File: src/rtl/spi_port_pkg.sv
package spi_port_pkg;

  // Strobes from the control unit to the datapath.
  typedef struct packed {
    logic clear;   // port disabled: drop flags
    logic load;    // bus byte into the shift register
    logic shift;   // move one serial bit
    logic finish;  // byte complete this cycle
  } strobe_t;

  localparam logic [3:0] MODE_DIV_A    = 4'b0000;
  localparam logic [3:0] MODE_DIV_B    = 4'b0001;
  localparam logic [3:0] MODE_DIV_C    = 4'b0010;
  localparam logic [3:0] MODE_TIMER    = 4'b0011;
  localparam logic [3:0] MODE_SLV_SEL  = 4'b0100;
  localparam logic [3:0] MODE_SLV_FREE = 4'b0101;

endpackage

File: src/rtl/spi_port_ctrl.sv
module spi_port_ctrl
  import spi_port_pkg::*;
#(
  parameter int DATA_W = 8,
  parameter int DIV_A  = 4,
  parameter int DIV_B  = 16,
  parameter int DIV_C  = 64
) (
  input  logic       clk,
  input  logic       rstN,
  input  logic       cfgEnable,
  input  logic [3:0] cfgMode,
  input  logic       cfgEdge,
  input  logic       cfgPol,
  input  logic       timerTick,
  input  logic       busWrite,
  input  logic       sckIn,
  input  logic       selN,
  output strobe_t    strobes,
  output logic       sckOut,
  output logic       sckOe,
  output logic       sdoOe,
  output logic       writeCollide
);

  localparam int PRE_AB  = (DIV_A > DIV_B) ? DIV_A : DIV_B;
  localparam int PRE_MAX = (PRE_AB > DIV_C) ? PRE_AB : DIV_C;
  localparam int PRE_W   = (PRE_MAX > 2) ? $clog2(PRE_MAX) : 1;
  localparam int TOG_N   = 2 * DATA_W;
  localparam int TOG_W   = $clog2(TOG_N);
  localparam int BIT_W   = $clog2(DATA_W);

  logic             isMaster, isSlave, deselect;
  logic [PRE_W-1:0] divLimit, preCnt;
  logic [TOG_W-1:0] togCnt;
  logic [BIT_W-1:0] bitCnt;
  logic             mBusy, sckReg, tmrHalf, sckPrev;
  logic             busy, start, mTick, mShift, mDone;
  logic             sEdge, sLead, sShift, sDone;

  // Mode decode
  always_comb begin
    isMaster = cfgEnable && (cfgMode == MODE_DIV_A || cfgMode == MODE_DIV_B ||
                             cfgMode == MODE_DIV_C || cfgMode == MODE_TIMER);
    isSlave  = cfgEnable && (cfgMode == MODE_SLV_SEL || cfgMode == MODE_SLV_FREE);
    deselect = isSlave && (cfgMode == MODE_SLV_SEL) && selN;
    case (cfgMode)
      MODE_DIV_A: divLimit = PRE_W'(DIV_A - 1);
      MODE_DIV_B: divLimit = PRE_W'(DIV_B - 1);
      default:    divLimit = PRE_W'(DIV_C - 1);
    endcase
  end

  // Tick, edge and strobe generation
  always_comb begin
    busy  = mBusy || (bitCnt != '0);
    start = busWrite && isMaster && !mBusy;
    if (cfgMode == MODE_TIMER) mTick = mBusy && timerTick && tmrHalf;
    else                       mTick = mBusy && (preCnt == divLimit);
    mShift = mTick && ((sckReg == cfgPol) ? !cfgEdge : cfgEdge);
    mDone  = mTick && (togCnt == TOG_W'(TOG_N - 1));

    sEdge  = (sckIn != sckPrev);
    sLead  = (sckIn != cfgPol);
    sShift = isSlave && !deselect && sEdge && (sLead ? !cfgEdge : cfgEdge);
    sDone  = sShift && (bitCnt == BIT_W'(DATA_W - 1));

    strobes.clear  = !cfgEnable;
    strobes.load   = busWrite && !busy && (isMaster || isSlave);
    strobes.shift  = mShift || sShift;
    strobes.finish = mDone || sDone;
  end

  // Master clock generator and transfer sequencing
  always_ff @(posedge clk or negedge rstN) begin
    if (!rstN) begin
      mBusy   <= 1'b0;
      togCnt  <= '0;
      preCnt  <= '0;
      tmrHalf <= 1'b0;
      sckReg  <= 1'b0;
    end else if (!isMaster || start) begin
      mBusy   <= start;
      togCnt  <= '0;
      preCnt  <= '0;
      tmrHalf <= 1'b0;
      sckReg  <= cfgPol;
    end else if (mBusy) begin
      if (cfgMode == MODE_TIMER) begin
        if (timerTick) tmrHalf <= ~tmrHalf;
      end else begin
        preCnt <= (preCnt == divLimit) ? '0 : preCnt + 1'b1;
      end
      if (mTick) begin
        sckReg <= ~sckReg;
        togCnt <= togCnt + 1'b1;
        if (mDone) mBusy <= 1'b0;
      end
    end
  end

  // Slave bit counter, clock edge history and collision flag
  always_ff @(posedge clk or negedge rstN) begin
    if (!rstN) begin
      bitCnt       <= '0;
      sckPrev      <= 1'b0;
      writeCollide <= 1'b0;
    end else begin
      sckPrev <= sckIn;
      if (!isSlave || deselect) bitCnt <= '0;
      else if (sShift)          bitCnt <= sDone ? '0 : bitCnt + 1'b1;
      if (!cfgEnable)           writeCollide <= 1'b0;
      else if (busWrite && busy) writeCollide <= 1'b1;
    end
  end

  always_comb begin
    sckOut = (isMaster && mBusy) ? sckReg : cfgPol;
    sckOe  = isMaster;
    sdoOe  = isMaster || (isSlave && !deselect);
  end

endmodule

File: src/rtl/spi_port_dpath.sv
module spi_port_dpath
  import spi_port_pkg::*;
#(
  parameter int DATA_W = 8
) (
  input  logic              clk,
  input  logic              rstN,
  input  strobe_t           strobes,
  input  logic              busRead,
  input  logic [DATA_W-1:0] busWdata,
  input  logic              sdi,
  output logic              sdo,
  output logic [DATA_W-1:0] rdData,
  output logic              bufFull,
  output logic              overflow,
  output logic              irqPulse
);

  logic [DATA_W-1:0] shReg, nextSh;

  always_comb begin
    nextSh = strobes.shift ? {shReg[DATA_W-2:0], sdi} : shReg;
    sdo    = shReg[DATA_W-1];
  end

  always_ff @(posedge clk or negedge rstN) begin
    if (!rstN) shReg <= '0;
    else if (strobes.load) shReg <= busWdata;
    else shReg <= nextSh;
  end

  always_ff @(posedge clk or negedge rstN) begin
    if (!rstN) begin
      rdData   <= '0;
      bufFull  <= 1'b0;
      overflow <= 1'b0;
      irqPulse <= 1'b0;
    end else if (strobes.clear) begin
      bufFull  <= 1'b0;
      overflow <= 1'b0;
      irqPulse <= 1'b0;
    end else begin
      irqPulse <= strobes.finish;
      if (strobes.finish) begin
        if (bufFull && !busRead) begin
          overflow <= 1'b1;
        end else begin
          rdData  <= nextSh;
          bufFull <= 1'b1;
        end
      end else if (busRead) begin
        bufFull <= 1'b0;
      end
    end
  end

endmodule

File: src/rtl/spi_port.sv
module spi_port
  import spi_port_pkg::*;
#(
  parameter int DATA_W = 8,
  parameter int DIV_A  = 4,
  parameter int DIV_B  = 16,
  parameter int DIV_C  = 64
) (
  input  logic              clk,
  input  logic              rstN,
  input  logic              cfgEnable,
  input  logic [3:0]        cfgMode,
  input  logic              cfgEdge,
  input  logic              cfgPol,
  input  logic              timerTick,
  input  logic              busWrite,
  input  logic [DATA_W-1:0] busWdata,
  input  logic              busRead,
  output logic [DATA_W-1:0] rdData,
  output logic              bufFull,
  output logic              overflow,
  output logic              writeCollide,
  output logic              irqPulse,
  input  logic              sckIn,
  output logic              sckOut,
  output logic              sckOe,
  input  logic              sdi,
  output logic              sdo,
  output logic              sdoOe,
  input  logic              selN
);

  strobe_t strobes;

  spi_port_ctrl #(
    .DATA_W(DATA_W), .DIV_A(DIV_A), .DIV_B(DIV_B), .DIV_C(DIV_C)
  ) ctrl_i (
    .clk(clk), .rstN(rstN), .cfgEnable(cfgEnable), .cfgMode(cfgMode),
    .cfgEdge(cfgEdge), .cfgPol(cfgPol), .timerTick(timerTick),
    .busWrite(busWrite), .sckIn(sckIn), .selN(selN), .strobes(strobes),
    .sckOut(sckOut), .sckOe(sckOe), .sdoOe(sdoOe), .writeCollide(writeCollide)
  );

  spi_port_dpath #(.DATA_W(DATA_W)) dpath_i (
    .clk(clk), .rstN(rstN), .strobes(strobes), .busRead(busRead),
    .busWdata(busWdata), .sdi(sdi), .sdo(sdo), .rdData(rdData),
    .bufFull(bufFull), .overflow(overflow), .irqPulse(irqPulse)
  );

endmodule

File: config.mk
export PLATFORM = sky130hd
export DESIGN_NAME = spi_port
export DESIGN_NICKNAME = d
export VERILOG_FILES = /design/src/rtl/spi_port_pkg.sv /design/src/rtl/spi_port_ctrl.sv /design/src/rtl/spi_port_dpath.sv /design/src/rtl/spi_port.sv
export SDC_FILE = /design/constraint.sdc
export NUM_CORES = 1
export LEC_CHECK = 0
export BUFFER_PORTS_ARGS = -buffer_cell sky130_fd_sc_hd__buf_2
export CAP_MARGIN = 20
export CORE_MARGIN = 2
export CORE_UTILIZATION = 50
export DETAILED_ROUTE_END_ITERATION = 8
export GPL_TIMING_DRIVEN = 0
export PLACE_DENSITY_LB_ADDON = 0.12
export SYNTH_ARGS = -nofsm -noshare
export SYNTH_HDL_FRONTEND = slang
export SYNTH_SLANG_ARGS = --single-unit
File: constraint.sdc
create_clock -name clk -period 5.82 [get_ports clk]
set_clock_uncertainty 0.1 [all_clocks]
set_input_delay 0 -clock clk [delete_from_list [all_inputs] [get_ports clk]]
set_output_delay 0 -clock clk [all_outputs]
set_load 0.01 [all_outputs]
* Word level (Yosys, flattened, before mapping)
Cells that the tools add are included.
** Word-level totals
- Flip-flop bits (word level) :: 37
- Logic and storage cells :: 125
- Output and inout port bits :: 16
- Input port bits :: 23
** Operators by class
- Reduce and logical (&&, ||, !) cells :: 51
- Eq/ne operators :: 17
- Bitwise operators :: 3
- Add/sub/neg operators :: 3
- Mux-type cells :: 38
** Operators with widths (count)
- $mux 1 :: 25
- $mux 6 :: 4
- $logic_and 1x1->1 :: 20
- $mux 8 :: 2
- $mux 4 :: 3
- $pmux 6 s2 :: 1
- $logic_or 1x1->1 :: 11
- $reduce_bool 2->1 :: 5
- $mux 3 :: 3
- $eq 4x2->1 const B :: 2
- $eq 4x3->1 const B :: 2
- $reduce_and 2->1 :: 4
- $logic_not 1->1 :: 7
- $add 6x1->6 const B :: 1
- $eq 6x6->1 :: 1
- $ne 2x1->1 const B :: 3
- $reduce_and 3->1 :: 2
- $add 4x1->4 const B :: 1
- $eq 4x1->1 const B :: 1
- $eq 4x4->1 const B :: 1
- $logic_not 4->1 :: 1
- $add 3x1->3 const B :: 1
- $eq 3x3->1 const B :: 1
- $ne 3x1->1 const B :: 1
- 6 further kinds :: 9

* Logic depth before layout (Yosys ltp)
- Word-level depth :: 13
- Gate-level depth with buffers :: 8
- Gate-level depth less buffers :: 7

* Cells and area by module
Synthesis repeated with hierarchy kept, for this count alone.
** Second synthesis, totals
- Cell total of the unflattened synthesis :: 173
- Area total of the unflattened synthesis :: 1988.2 um2
** By module, submodules not included
- spi_port_ctrl :: sequential area each 450.4 um2, instances 1, cells each 120, area each 1103.6 um2
- spi_port_dpath :: sequential area each 475.5 um2, instances 1, cells each 53, area each 884.6 um2

* Worst setup path after synthesis
Ideal clock, no wire load.
- Path kind :: register to register
- From :: register ctrl_i.preCnt[0]
- To :: register dpath_i.rdData[0]
- Arrival :: 1813 ps
- Clock period less this slack :: 1993 ps
- Library setup time :: 79 ps
- Cell stages (with the launch flop) :: 9
- Buffers on the path :: 1
- Data required time :: 5641 ps
- Setup slack :: 3827 ps
- Path through :: dfrtp_1 ha_1 nand3_1 or3_1 nand3_1 a22o_4 and3b_1 buf_6 mux2i_1
** Between the ends
- Word-level cells in the longest chain between the ends :: 6
- Elaborated cells between the ends (all ways) :: 9
- Those cells by class :: eq/ne: 1; mux: 2; reduce/logical: 6
** Ends and longest elaborated chain
- start: declaration :: RTL line spi_port_ctrl.sv:34 : logic [PRE_W-1:0] divLimit, preCnt;
- start signal: assignment :: RTL line spi_port_ctrl.sv:92 : preCnt <= (preCnt == divLimit) ? '0 : preCnt + 1'b1;
- $eq 6x6->1 (*) :: RTL line spi_port_ctrl.sv:59 : else mTick = mBusy && (preCnt == divLimit);
- $logic_and 1x1->1 (*) :: RTL line spi_port_ctrl.sv:59
- $mux 1 (*) :: RTL line spi_port_ctrl.sv:58 : if (cfgMode == MODE_TIMER) mTick = mBusy && timerTick && tmrHalf;
- $logic_and 1x1->1, on equally long branches :: RTL line spi_port_ctrl.sv:61, spi_port_ctrl.sv:60
- $logic_or 1x1->1, on equally long branches :: RTL line spi_port_ctrl.sv:71, spi_port_ctrl.sv:70
- $reduce_and 3->1 (no line) / $mux 8 (equally long branches)
- end signal: assignment :: RTL line spi_port_dpath.sv:48 : rdData <= nextSh;
- end: declaration :: RTL line spi_port_dpath.sv:13 : output logic [DATA_W-1:0] rdData,
Every way passes the cells marked *; elsewhere a longest branch is shown, timed or not.
A chain may end at the register's enable or synchronous reset.

* Worst setup path in the final report
- From :: input cfgPol
- To :: register dpath_i.shReg[0]
** Between the ends
- Word-level cells in the longest chain between the ends :: 6
- Elaborated cells between the ends (all ways) :: 9
- Those cells by class :: eq/ne: 2; mux: 4; reduce/logical: 3
** Ends and longest elaborated chain
- start: declaration :: RTL line spi_port.sv:14 : input logic cfgPol,
- $eq 1x1->1 / $ne 1x1->1 (equally long branches) :: RTL line spi_port_ctrl.sv:60, spi_port_ctrl.sv:64
- $mux 1, on equally long branches :: RTL line spi_port_ctrl.sv:60, spi_port_ctrl.sv:65
- $logic_and 1x1->1, on equally long branches :: RTL line spi_port_ctrl.sv:60, spi_port_ctrl.sv:65
- $logic_or 1x1->1 (*) :: RTL line spi_port_ctrl.sv:70 : strobes.shift = mShift || sShift;
- $mux 8 (*) :: RTL line spi_port_dpath.sv:22 : nextSh = strobes.shift ? {shReg[DATA_W-2:0], sdi} : shReg;
- $mux 8 (*) :: RTL line spi_port_dpath.sv:28 : else if (strobes.load) shReg <= busWdata;
- end signal: assignment :: RTL line spi_port_dpath.sv:28
- end signal: assignment :: RTL line spi_port_dpath.sv:29 : else shReg <= nextSh;
- end: declaration :: RTL line spi_port_dpath.sv:19 : logic [DATA_W-1:0] shReg, nextSh;
Marked as above.

==> metrics list <==
- Worst relative slew slack: 0.446
- Worst Path Class, Setup: in2reg
* Clock tree from TritonCTS: yes
* Clock sink count: 37
* Detailed route wirelength on metal3: 162 um
- Registers take 926 sq um.
* Compound-cell area share of the yosys netlist: 0.127
* Net count of the mapped netlist: 223
* Buffers inserted by post-CTS timing repair: 0
* Data arrival time of the worst path: 2800 ps
* Hold-critical path endpoint: ctrl_i.tmrHalf$_DFFE_PN0P_
- #FFs+latches synth: 37
- Final cell count without fillers: 306
- Pre-CTS setup slack: 3630 ps
- Entering global routing, the biggest net connects 38 pins.
* Clock network fraction of design power: 0.328
* Simple-gate share of the synthesized area: 0.203
* Post-Synth Adder-Cell Area: 0.0320
- The detail route stage leaves a number of antenna-violating nets equal to 0.
- With fillers left out, the area of the finished cells amounts to 2460 sq um.
- Setup violations remaining at the end of the flow were counted as 0.
* Startpoint type of the worst setup path: input port
* Top-area cell type share of the netlist area: 0.473
- Placed cells: 281
* Post-synth cell types: 44
- For the worst setup path, the data required time is 5890 ps.
- Clock latency at the later pin of the worst-skew pair: 290 ps
- Final max-slew violation count: 0
* Commonest cells post-synth: 37 x dfrtp_1, 21 x nor2_1, 17 x a21oi_1, 17 x mux2i_1, 17 x nand2_1
- Via count: 1,571
- Crit path buffers/inverters: 3
* Maximum capacitance violations: 0
* Sequential cell fraction of total power: 0.537
- In this design, the critical path's most frequently occurring cell is dlygate4sd3_1.
- H-tree Lvls: 2
- For this run, the total global-route usage over all layers was measured as 0.200.
- For this design, the CTS-stage hold fixing added 17 buffers.
- Highest metal layer with signal wires: met4
* Largest family of logic cells by synthesized area: simple AND/OR/NAND/NOR gates
- Dividing total power by cell area gives a power density of 212 nW/um^2.
- Leakage power of the design: 1.18 nW
- Combinational cell fraction of total power: 0.135
- Internal: 0.389 mW
* Max Root-Sink Buffers: 2
- Highest fanout seen on the critical path: 8
- The startpoint identified for the worst hold timing path is timerTick.
- Die height: 66.5 um
- Fraction of final layout cells sized beyond drive strength 1: 0.225
- Setup repair after global routing left no endpoint under its margin.
* Most used flip-flop cell after synthesis: dfrtp_1
- Worst-Margin Slew: 831 ps
- Of the total power, the share spent switching nets is 0.252.
- Outcome: complete, no violations
* Async set-or-reset flop fraction in the synthesized netlist: 1.00
- Final Hold Violating Endpoints: 0
- Routability-driven placement finished with a final weighted congestion of 0.802.
* Final critical-path setup slack: 3090 ps
* Total I/O pin count: 39
- Top cell type by total area after synthesis: dfrtp_1
- Wires add up to 3.99 mm.
* Multi-input combinational cell area: 962 sq um
- Of the total synthesized cell area, the portion taken by XOR and XNOR cells is 0.0262.
- Total inserted antenna cells: 0
- Port bufs: 38
- Vias in the first global route: 1,425
- Cell area after synthesis: 1960 sq um
* Largest cells by area after synthesis: dfrtp_1 47%, mux2i_1 8.7%, a21oi_1 4.4%
* Worst path cell trace: dlygate4sd3_1 -> buf_2 -> xnor2_2 -> mux2i_4 -> o22ai_1 -> a21oi_4 -> mux2i_1 -> a21oi_1 -> dlygate4sd3_1
- Worst setup EP type: flip-flop
- On the critical path, the stage with the largest delay is an instance of dlygate4sd3_1.
- Worst hold path depth: 4
* Endpoint of the worst register-to-register path: dpath_i.shReg[0]$_DFF_PN0_
* Time the worst path needs with I/O delays and setup: 2730 ps
* Final period util: 0.469
* Core Region: 3720 sq um
* Root buffer cell: clkbuf_8
* DRT met1 WL: 2.02 mm
- Measured against the total synthesized area, the mux share comes to 0.104.
* Average size of a mapped cell: 10.0 sq um
- The floorplan step defined a die boundary enclosing 4430 sq um.
- The worst register-to-register path begins at ctrl_i.preCnt[0]$_DFFE_PN0P_.
- For this design the total switching power over the nets is 0.131 mW.
- On the worst path, the slowest cell contributes a delay of 580 ps.
- After filler insertion, the fill cell instance count of the layout stands at 301.
* Floorplan die width: 66.5 um
- Worst voltage drop across the vdd grid: 0.000132 V
* TritonCTS Buffers: 5
- Synthesis produced a netlist whose cell count is 195.
- Share of the yosys chip area belonging to registers: 0.473
- Site Rows: 22
* Total negative slack for setup checks: 0 ps
- In this run the register-to-register setup slack is 3140 ps.
- Average via count per standard cell: 5.13
- In the routed design, unresolved DRC markers number 0.
* Total of warnings raised by yosys: 0
- Global routing finished with a remaining overflow of 0.
- Count of flip-flops with a built-in enable after synthesis: 0
- The first global-routing pass estimated 6.63 mm of wire.
- After clock tree synthesis, the clock-pin slew on the worst setup and hold paths is 70 ps.
- Estimated wirelength of the detail-placed design: 2.83 mm
* Number of DRC violations after detailed-routing iteration 0: 76
- Dividing the detail-routed wire length by the instance count gives 13.0 um.
- After detailed placement, the total cell area comes to 2210 sq um.
- After clock tree synthesis, the repair step resized 0 gates.
* Area Growth Syn to Fin: 25.7%
- Gate family responsible for the most delay along the worst path: buffers and inverters
* Initial antenna violation count: 0
- Number of iterations in the first detailed-routing pass: 4
* Routed wl met2: 1.77 mm
- Highest clock frequency the design can meet: 366 MHz
* Tightest Hold Check Type: in2reg
- Starting density of the core: 0.526
* Final #Nets: 285
- Most common cell in the netlist: dfrtp_1
- Depth of the worst register-to-register path: 8
routing by layer:
layer / vias to the layer above / track usage
met3: 5 / 0.0439
met1: 731 / 0.288
met5: - / 0
li1: 800 / -
met2: 35 / 0.298
met4: 0 / 0.0689
cells in the final DEF, fill, tap and decap left out, types with 3 or more instances in the layout:
| master | instances |
|---|---|
| a21oi_1 | 17 |
| and3_1 | 3 |
| buf_2 | 38 |
| clkbuf_1 | 3 |
| clkbuf_8 | 5 |
| dfrtp_1 | 37 |
| dlygate4sd3_1 | 17 |
| ha_1 | 5 |
| inv_1 | 13 |
| mux2i_1 | 17 |
| nand2_1 | 17 |
| nand3_1 | 10 |
| nor2_1 | 21 |
| nor2b_1 | 5 |
| o21a_1 | 3 |
| o21ai_0 | 6 |
| or3_1 | 3 |
state kept, by name, summed over array words and instances (netlist names):
name and cells:
dpath_i.overflow 1, ctrl_i.mBusy 1, dpath_i.shReg 8, ctrl_i.togCnt 4, ctrl_i.bitCnt 3, dpath_i.bufFull 1, ctrl_i.preCnt 6, ctrl_i.sckPrev 1
ctrl_i.tmrHalf 1, ctrl_i.sckReg 1, dpath_i.rdData 8, dpath_i.irqPulse 1, ctrl_i.writeCollide 1
metrics by stage:
stage | utilization | hold slack (ps) | power, mW
after global routing | 0.662 | 46.7 | 0.545
after floorplan | - | -396 | 0.319
after CTS | 0.662 | 17.0 | 0.524
final | 0.662 | 14.5 | 0.520
after global placement | 0.594 | 29.4 | 0.344
after detailed placement | 0.594 | 31.3 | 0.345
power by group through the flow:
stage / registers, mW / clock network, mW / logic, mW
2_1_floorplan: 0.284 / 0 / 0.0351
4_1_cts: 0.279 / 0.174 / 0.0707
3_5_place_dp: 0.284 / 0 / 0.0606
6_report: 0.279 / 0.171 / 0.0703
5_1_grt: 0.281 / 0.186 / 0.0779
3_3_place_gp: 0.284 / 0 / 0.0595
how the worst max path moves through the flow:
stage / from / endpoint / depth (start not counted) / slack [ps]
after floorplan: ctrl_i.preCnt[0]$_DFFE_PN0P_ / dpath_i.rdData[0]$_DFFE_PN0P_ / 8 / 3830
after global placement: ctrl_i.preCnt[0]$_DFFE_PN0P_ / dpath_i.rdData[0]$_DFFE_PN0P_ / 8 / 3630
after detailed placement: ctrl_i.preCnt[0]$_DFFE_PN0P_ / dpath_i.rdData[0]$_DFFE_PN0P_ / 8 / 3630
after CTS: cfgPol / dpath_i.shReg[0]$_DFF_PN0_ / 9 / 3110
after global routing: cfgPol / dpath_i.shReg[0]$_DFF_PN0_ / 9 / 2970
final: cfgPol / dpath_i.shReg[0]$_DFF_PN0_ / 9 / 3090
area by class of cell:
type | instances | area share
Multi-Input combinational cell | 142 | 0.391
Sequential cell | 37 | 0.377
Timing Repair Buffer | 55 | 0.147
Clock buffer | 6 | 0.0295
Tap cell | 48 | 0.0244
Inverter | 13 | 0.0198
Buffer | 3 | 0.00763
Clock inverter | 2 | 0.00407
kinds of logic (layout without fill, tap and decap cells):
logic type / Yosys count / after routing
muxes: 19 / 19
AOI/OAI and AO/OA: 36 / 36
adders and majority gates: 5 / 5
buffers and inverters: 16 / 79
xor gates and xnor gates: 5 / 5
DFF: 37 / 37
and+or+nand+nor: 77 / 77
worst register-to-register path, cell delays in order (launching register included):
cell and delay [ps]:
dfrtp_1 410, ha_1 280, nand3_1 140, or3_1 200, nand2_1 120, a21oi_4 350, mux2i_1 290, a21oi_1 90
dlygate4sd3_1 580
(Power assumes the default switching activity.)
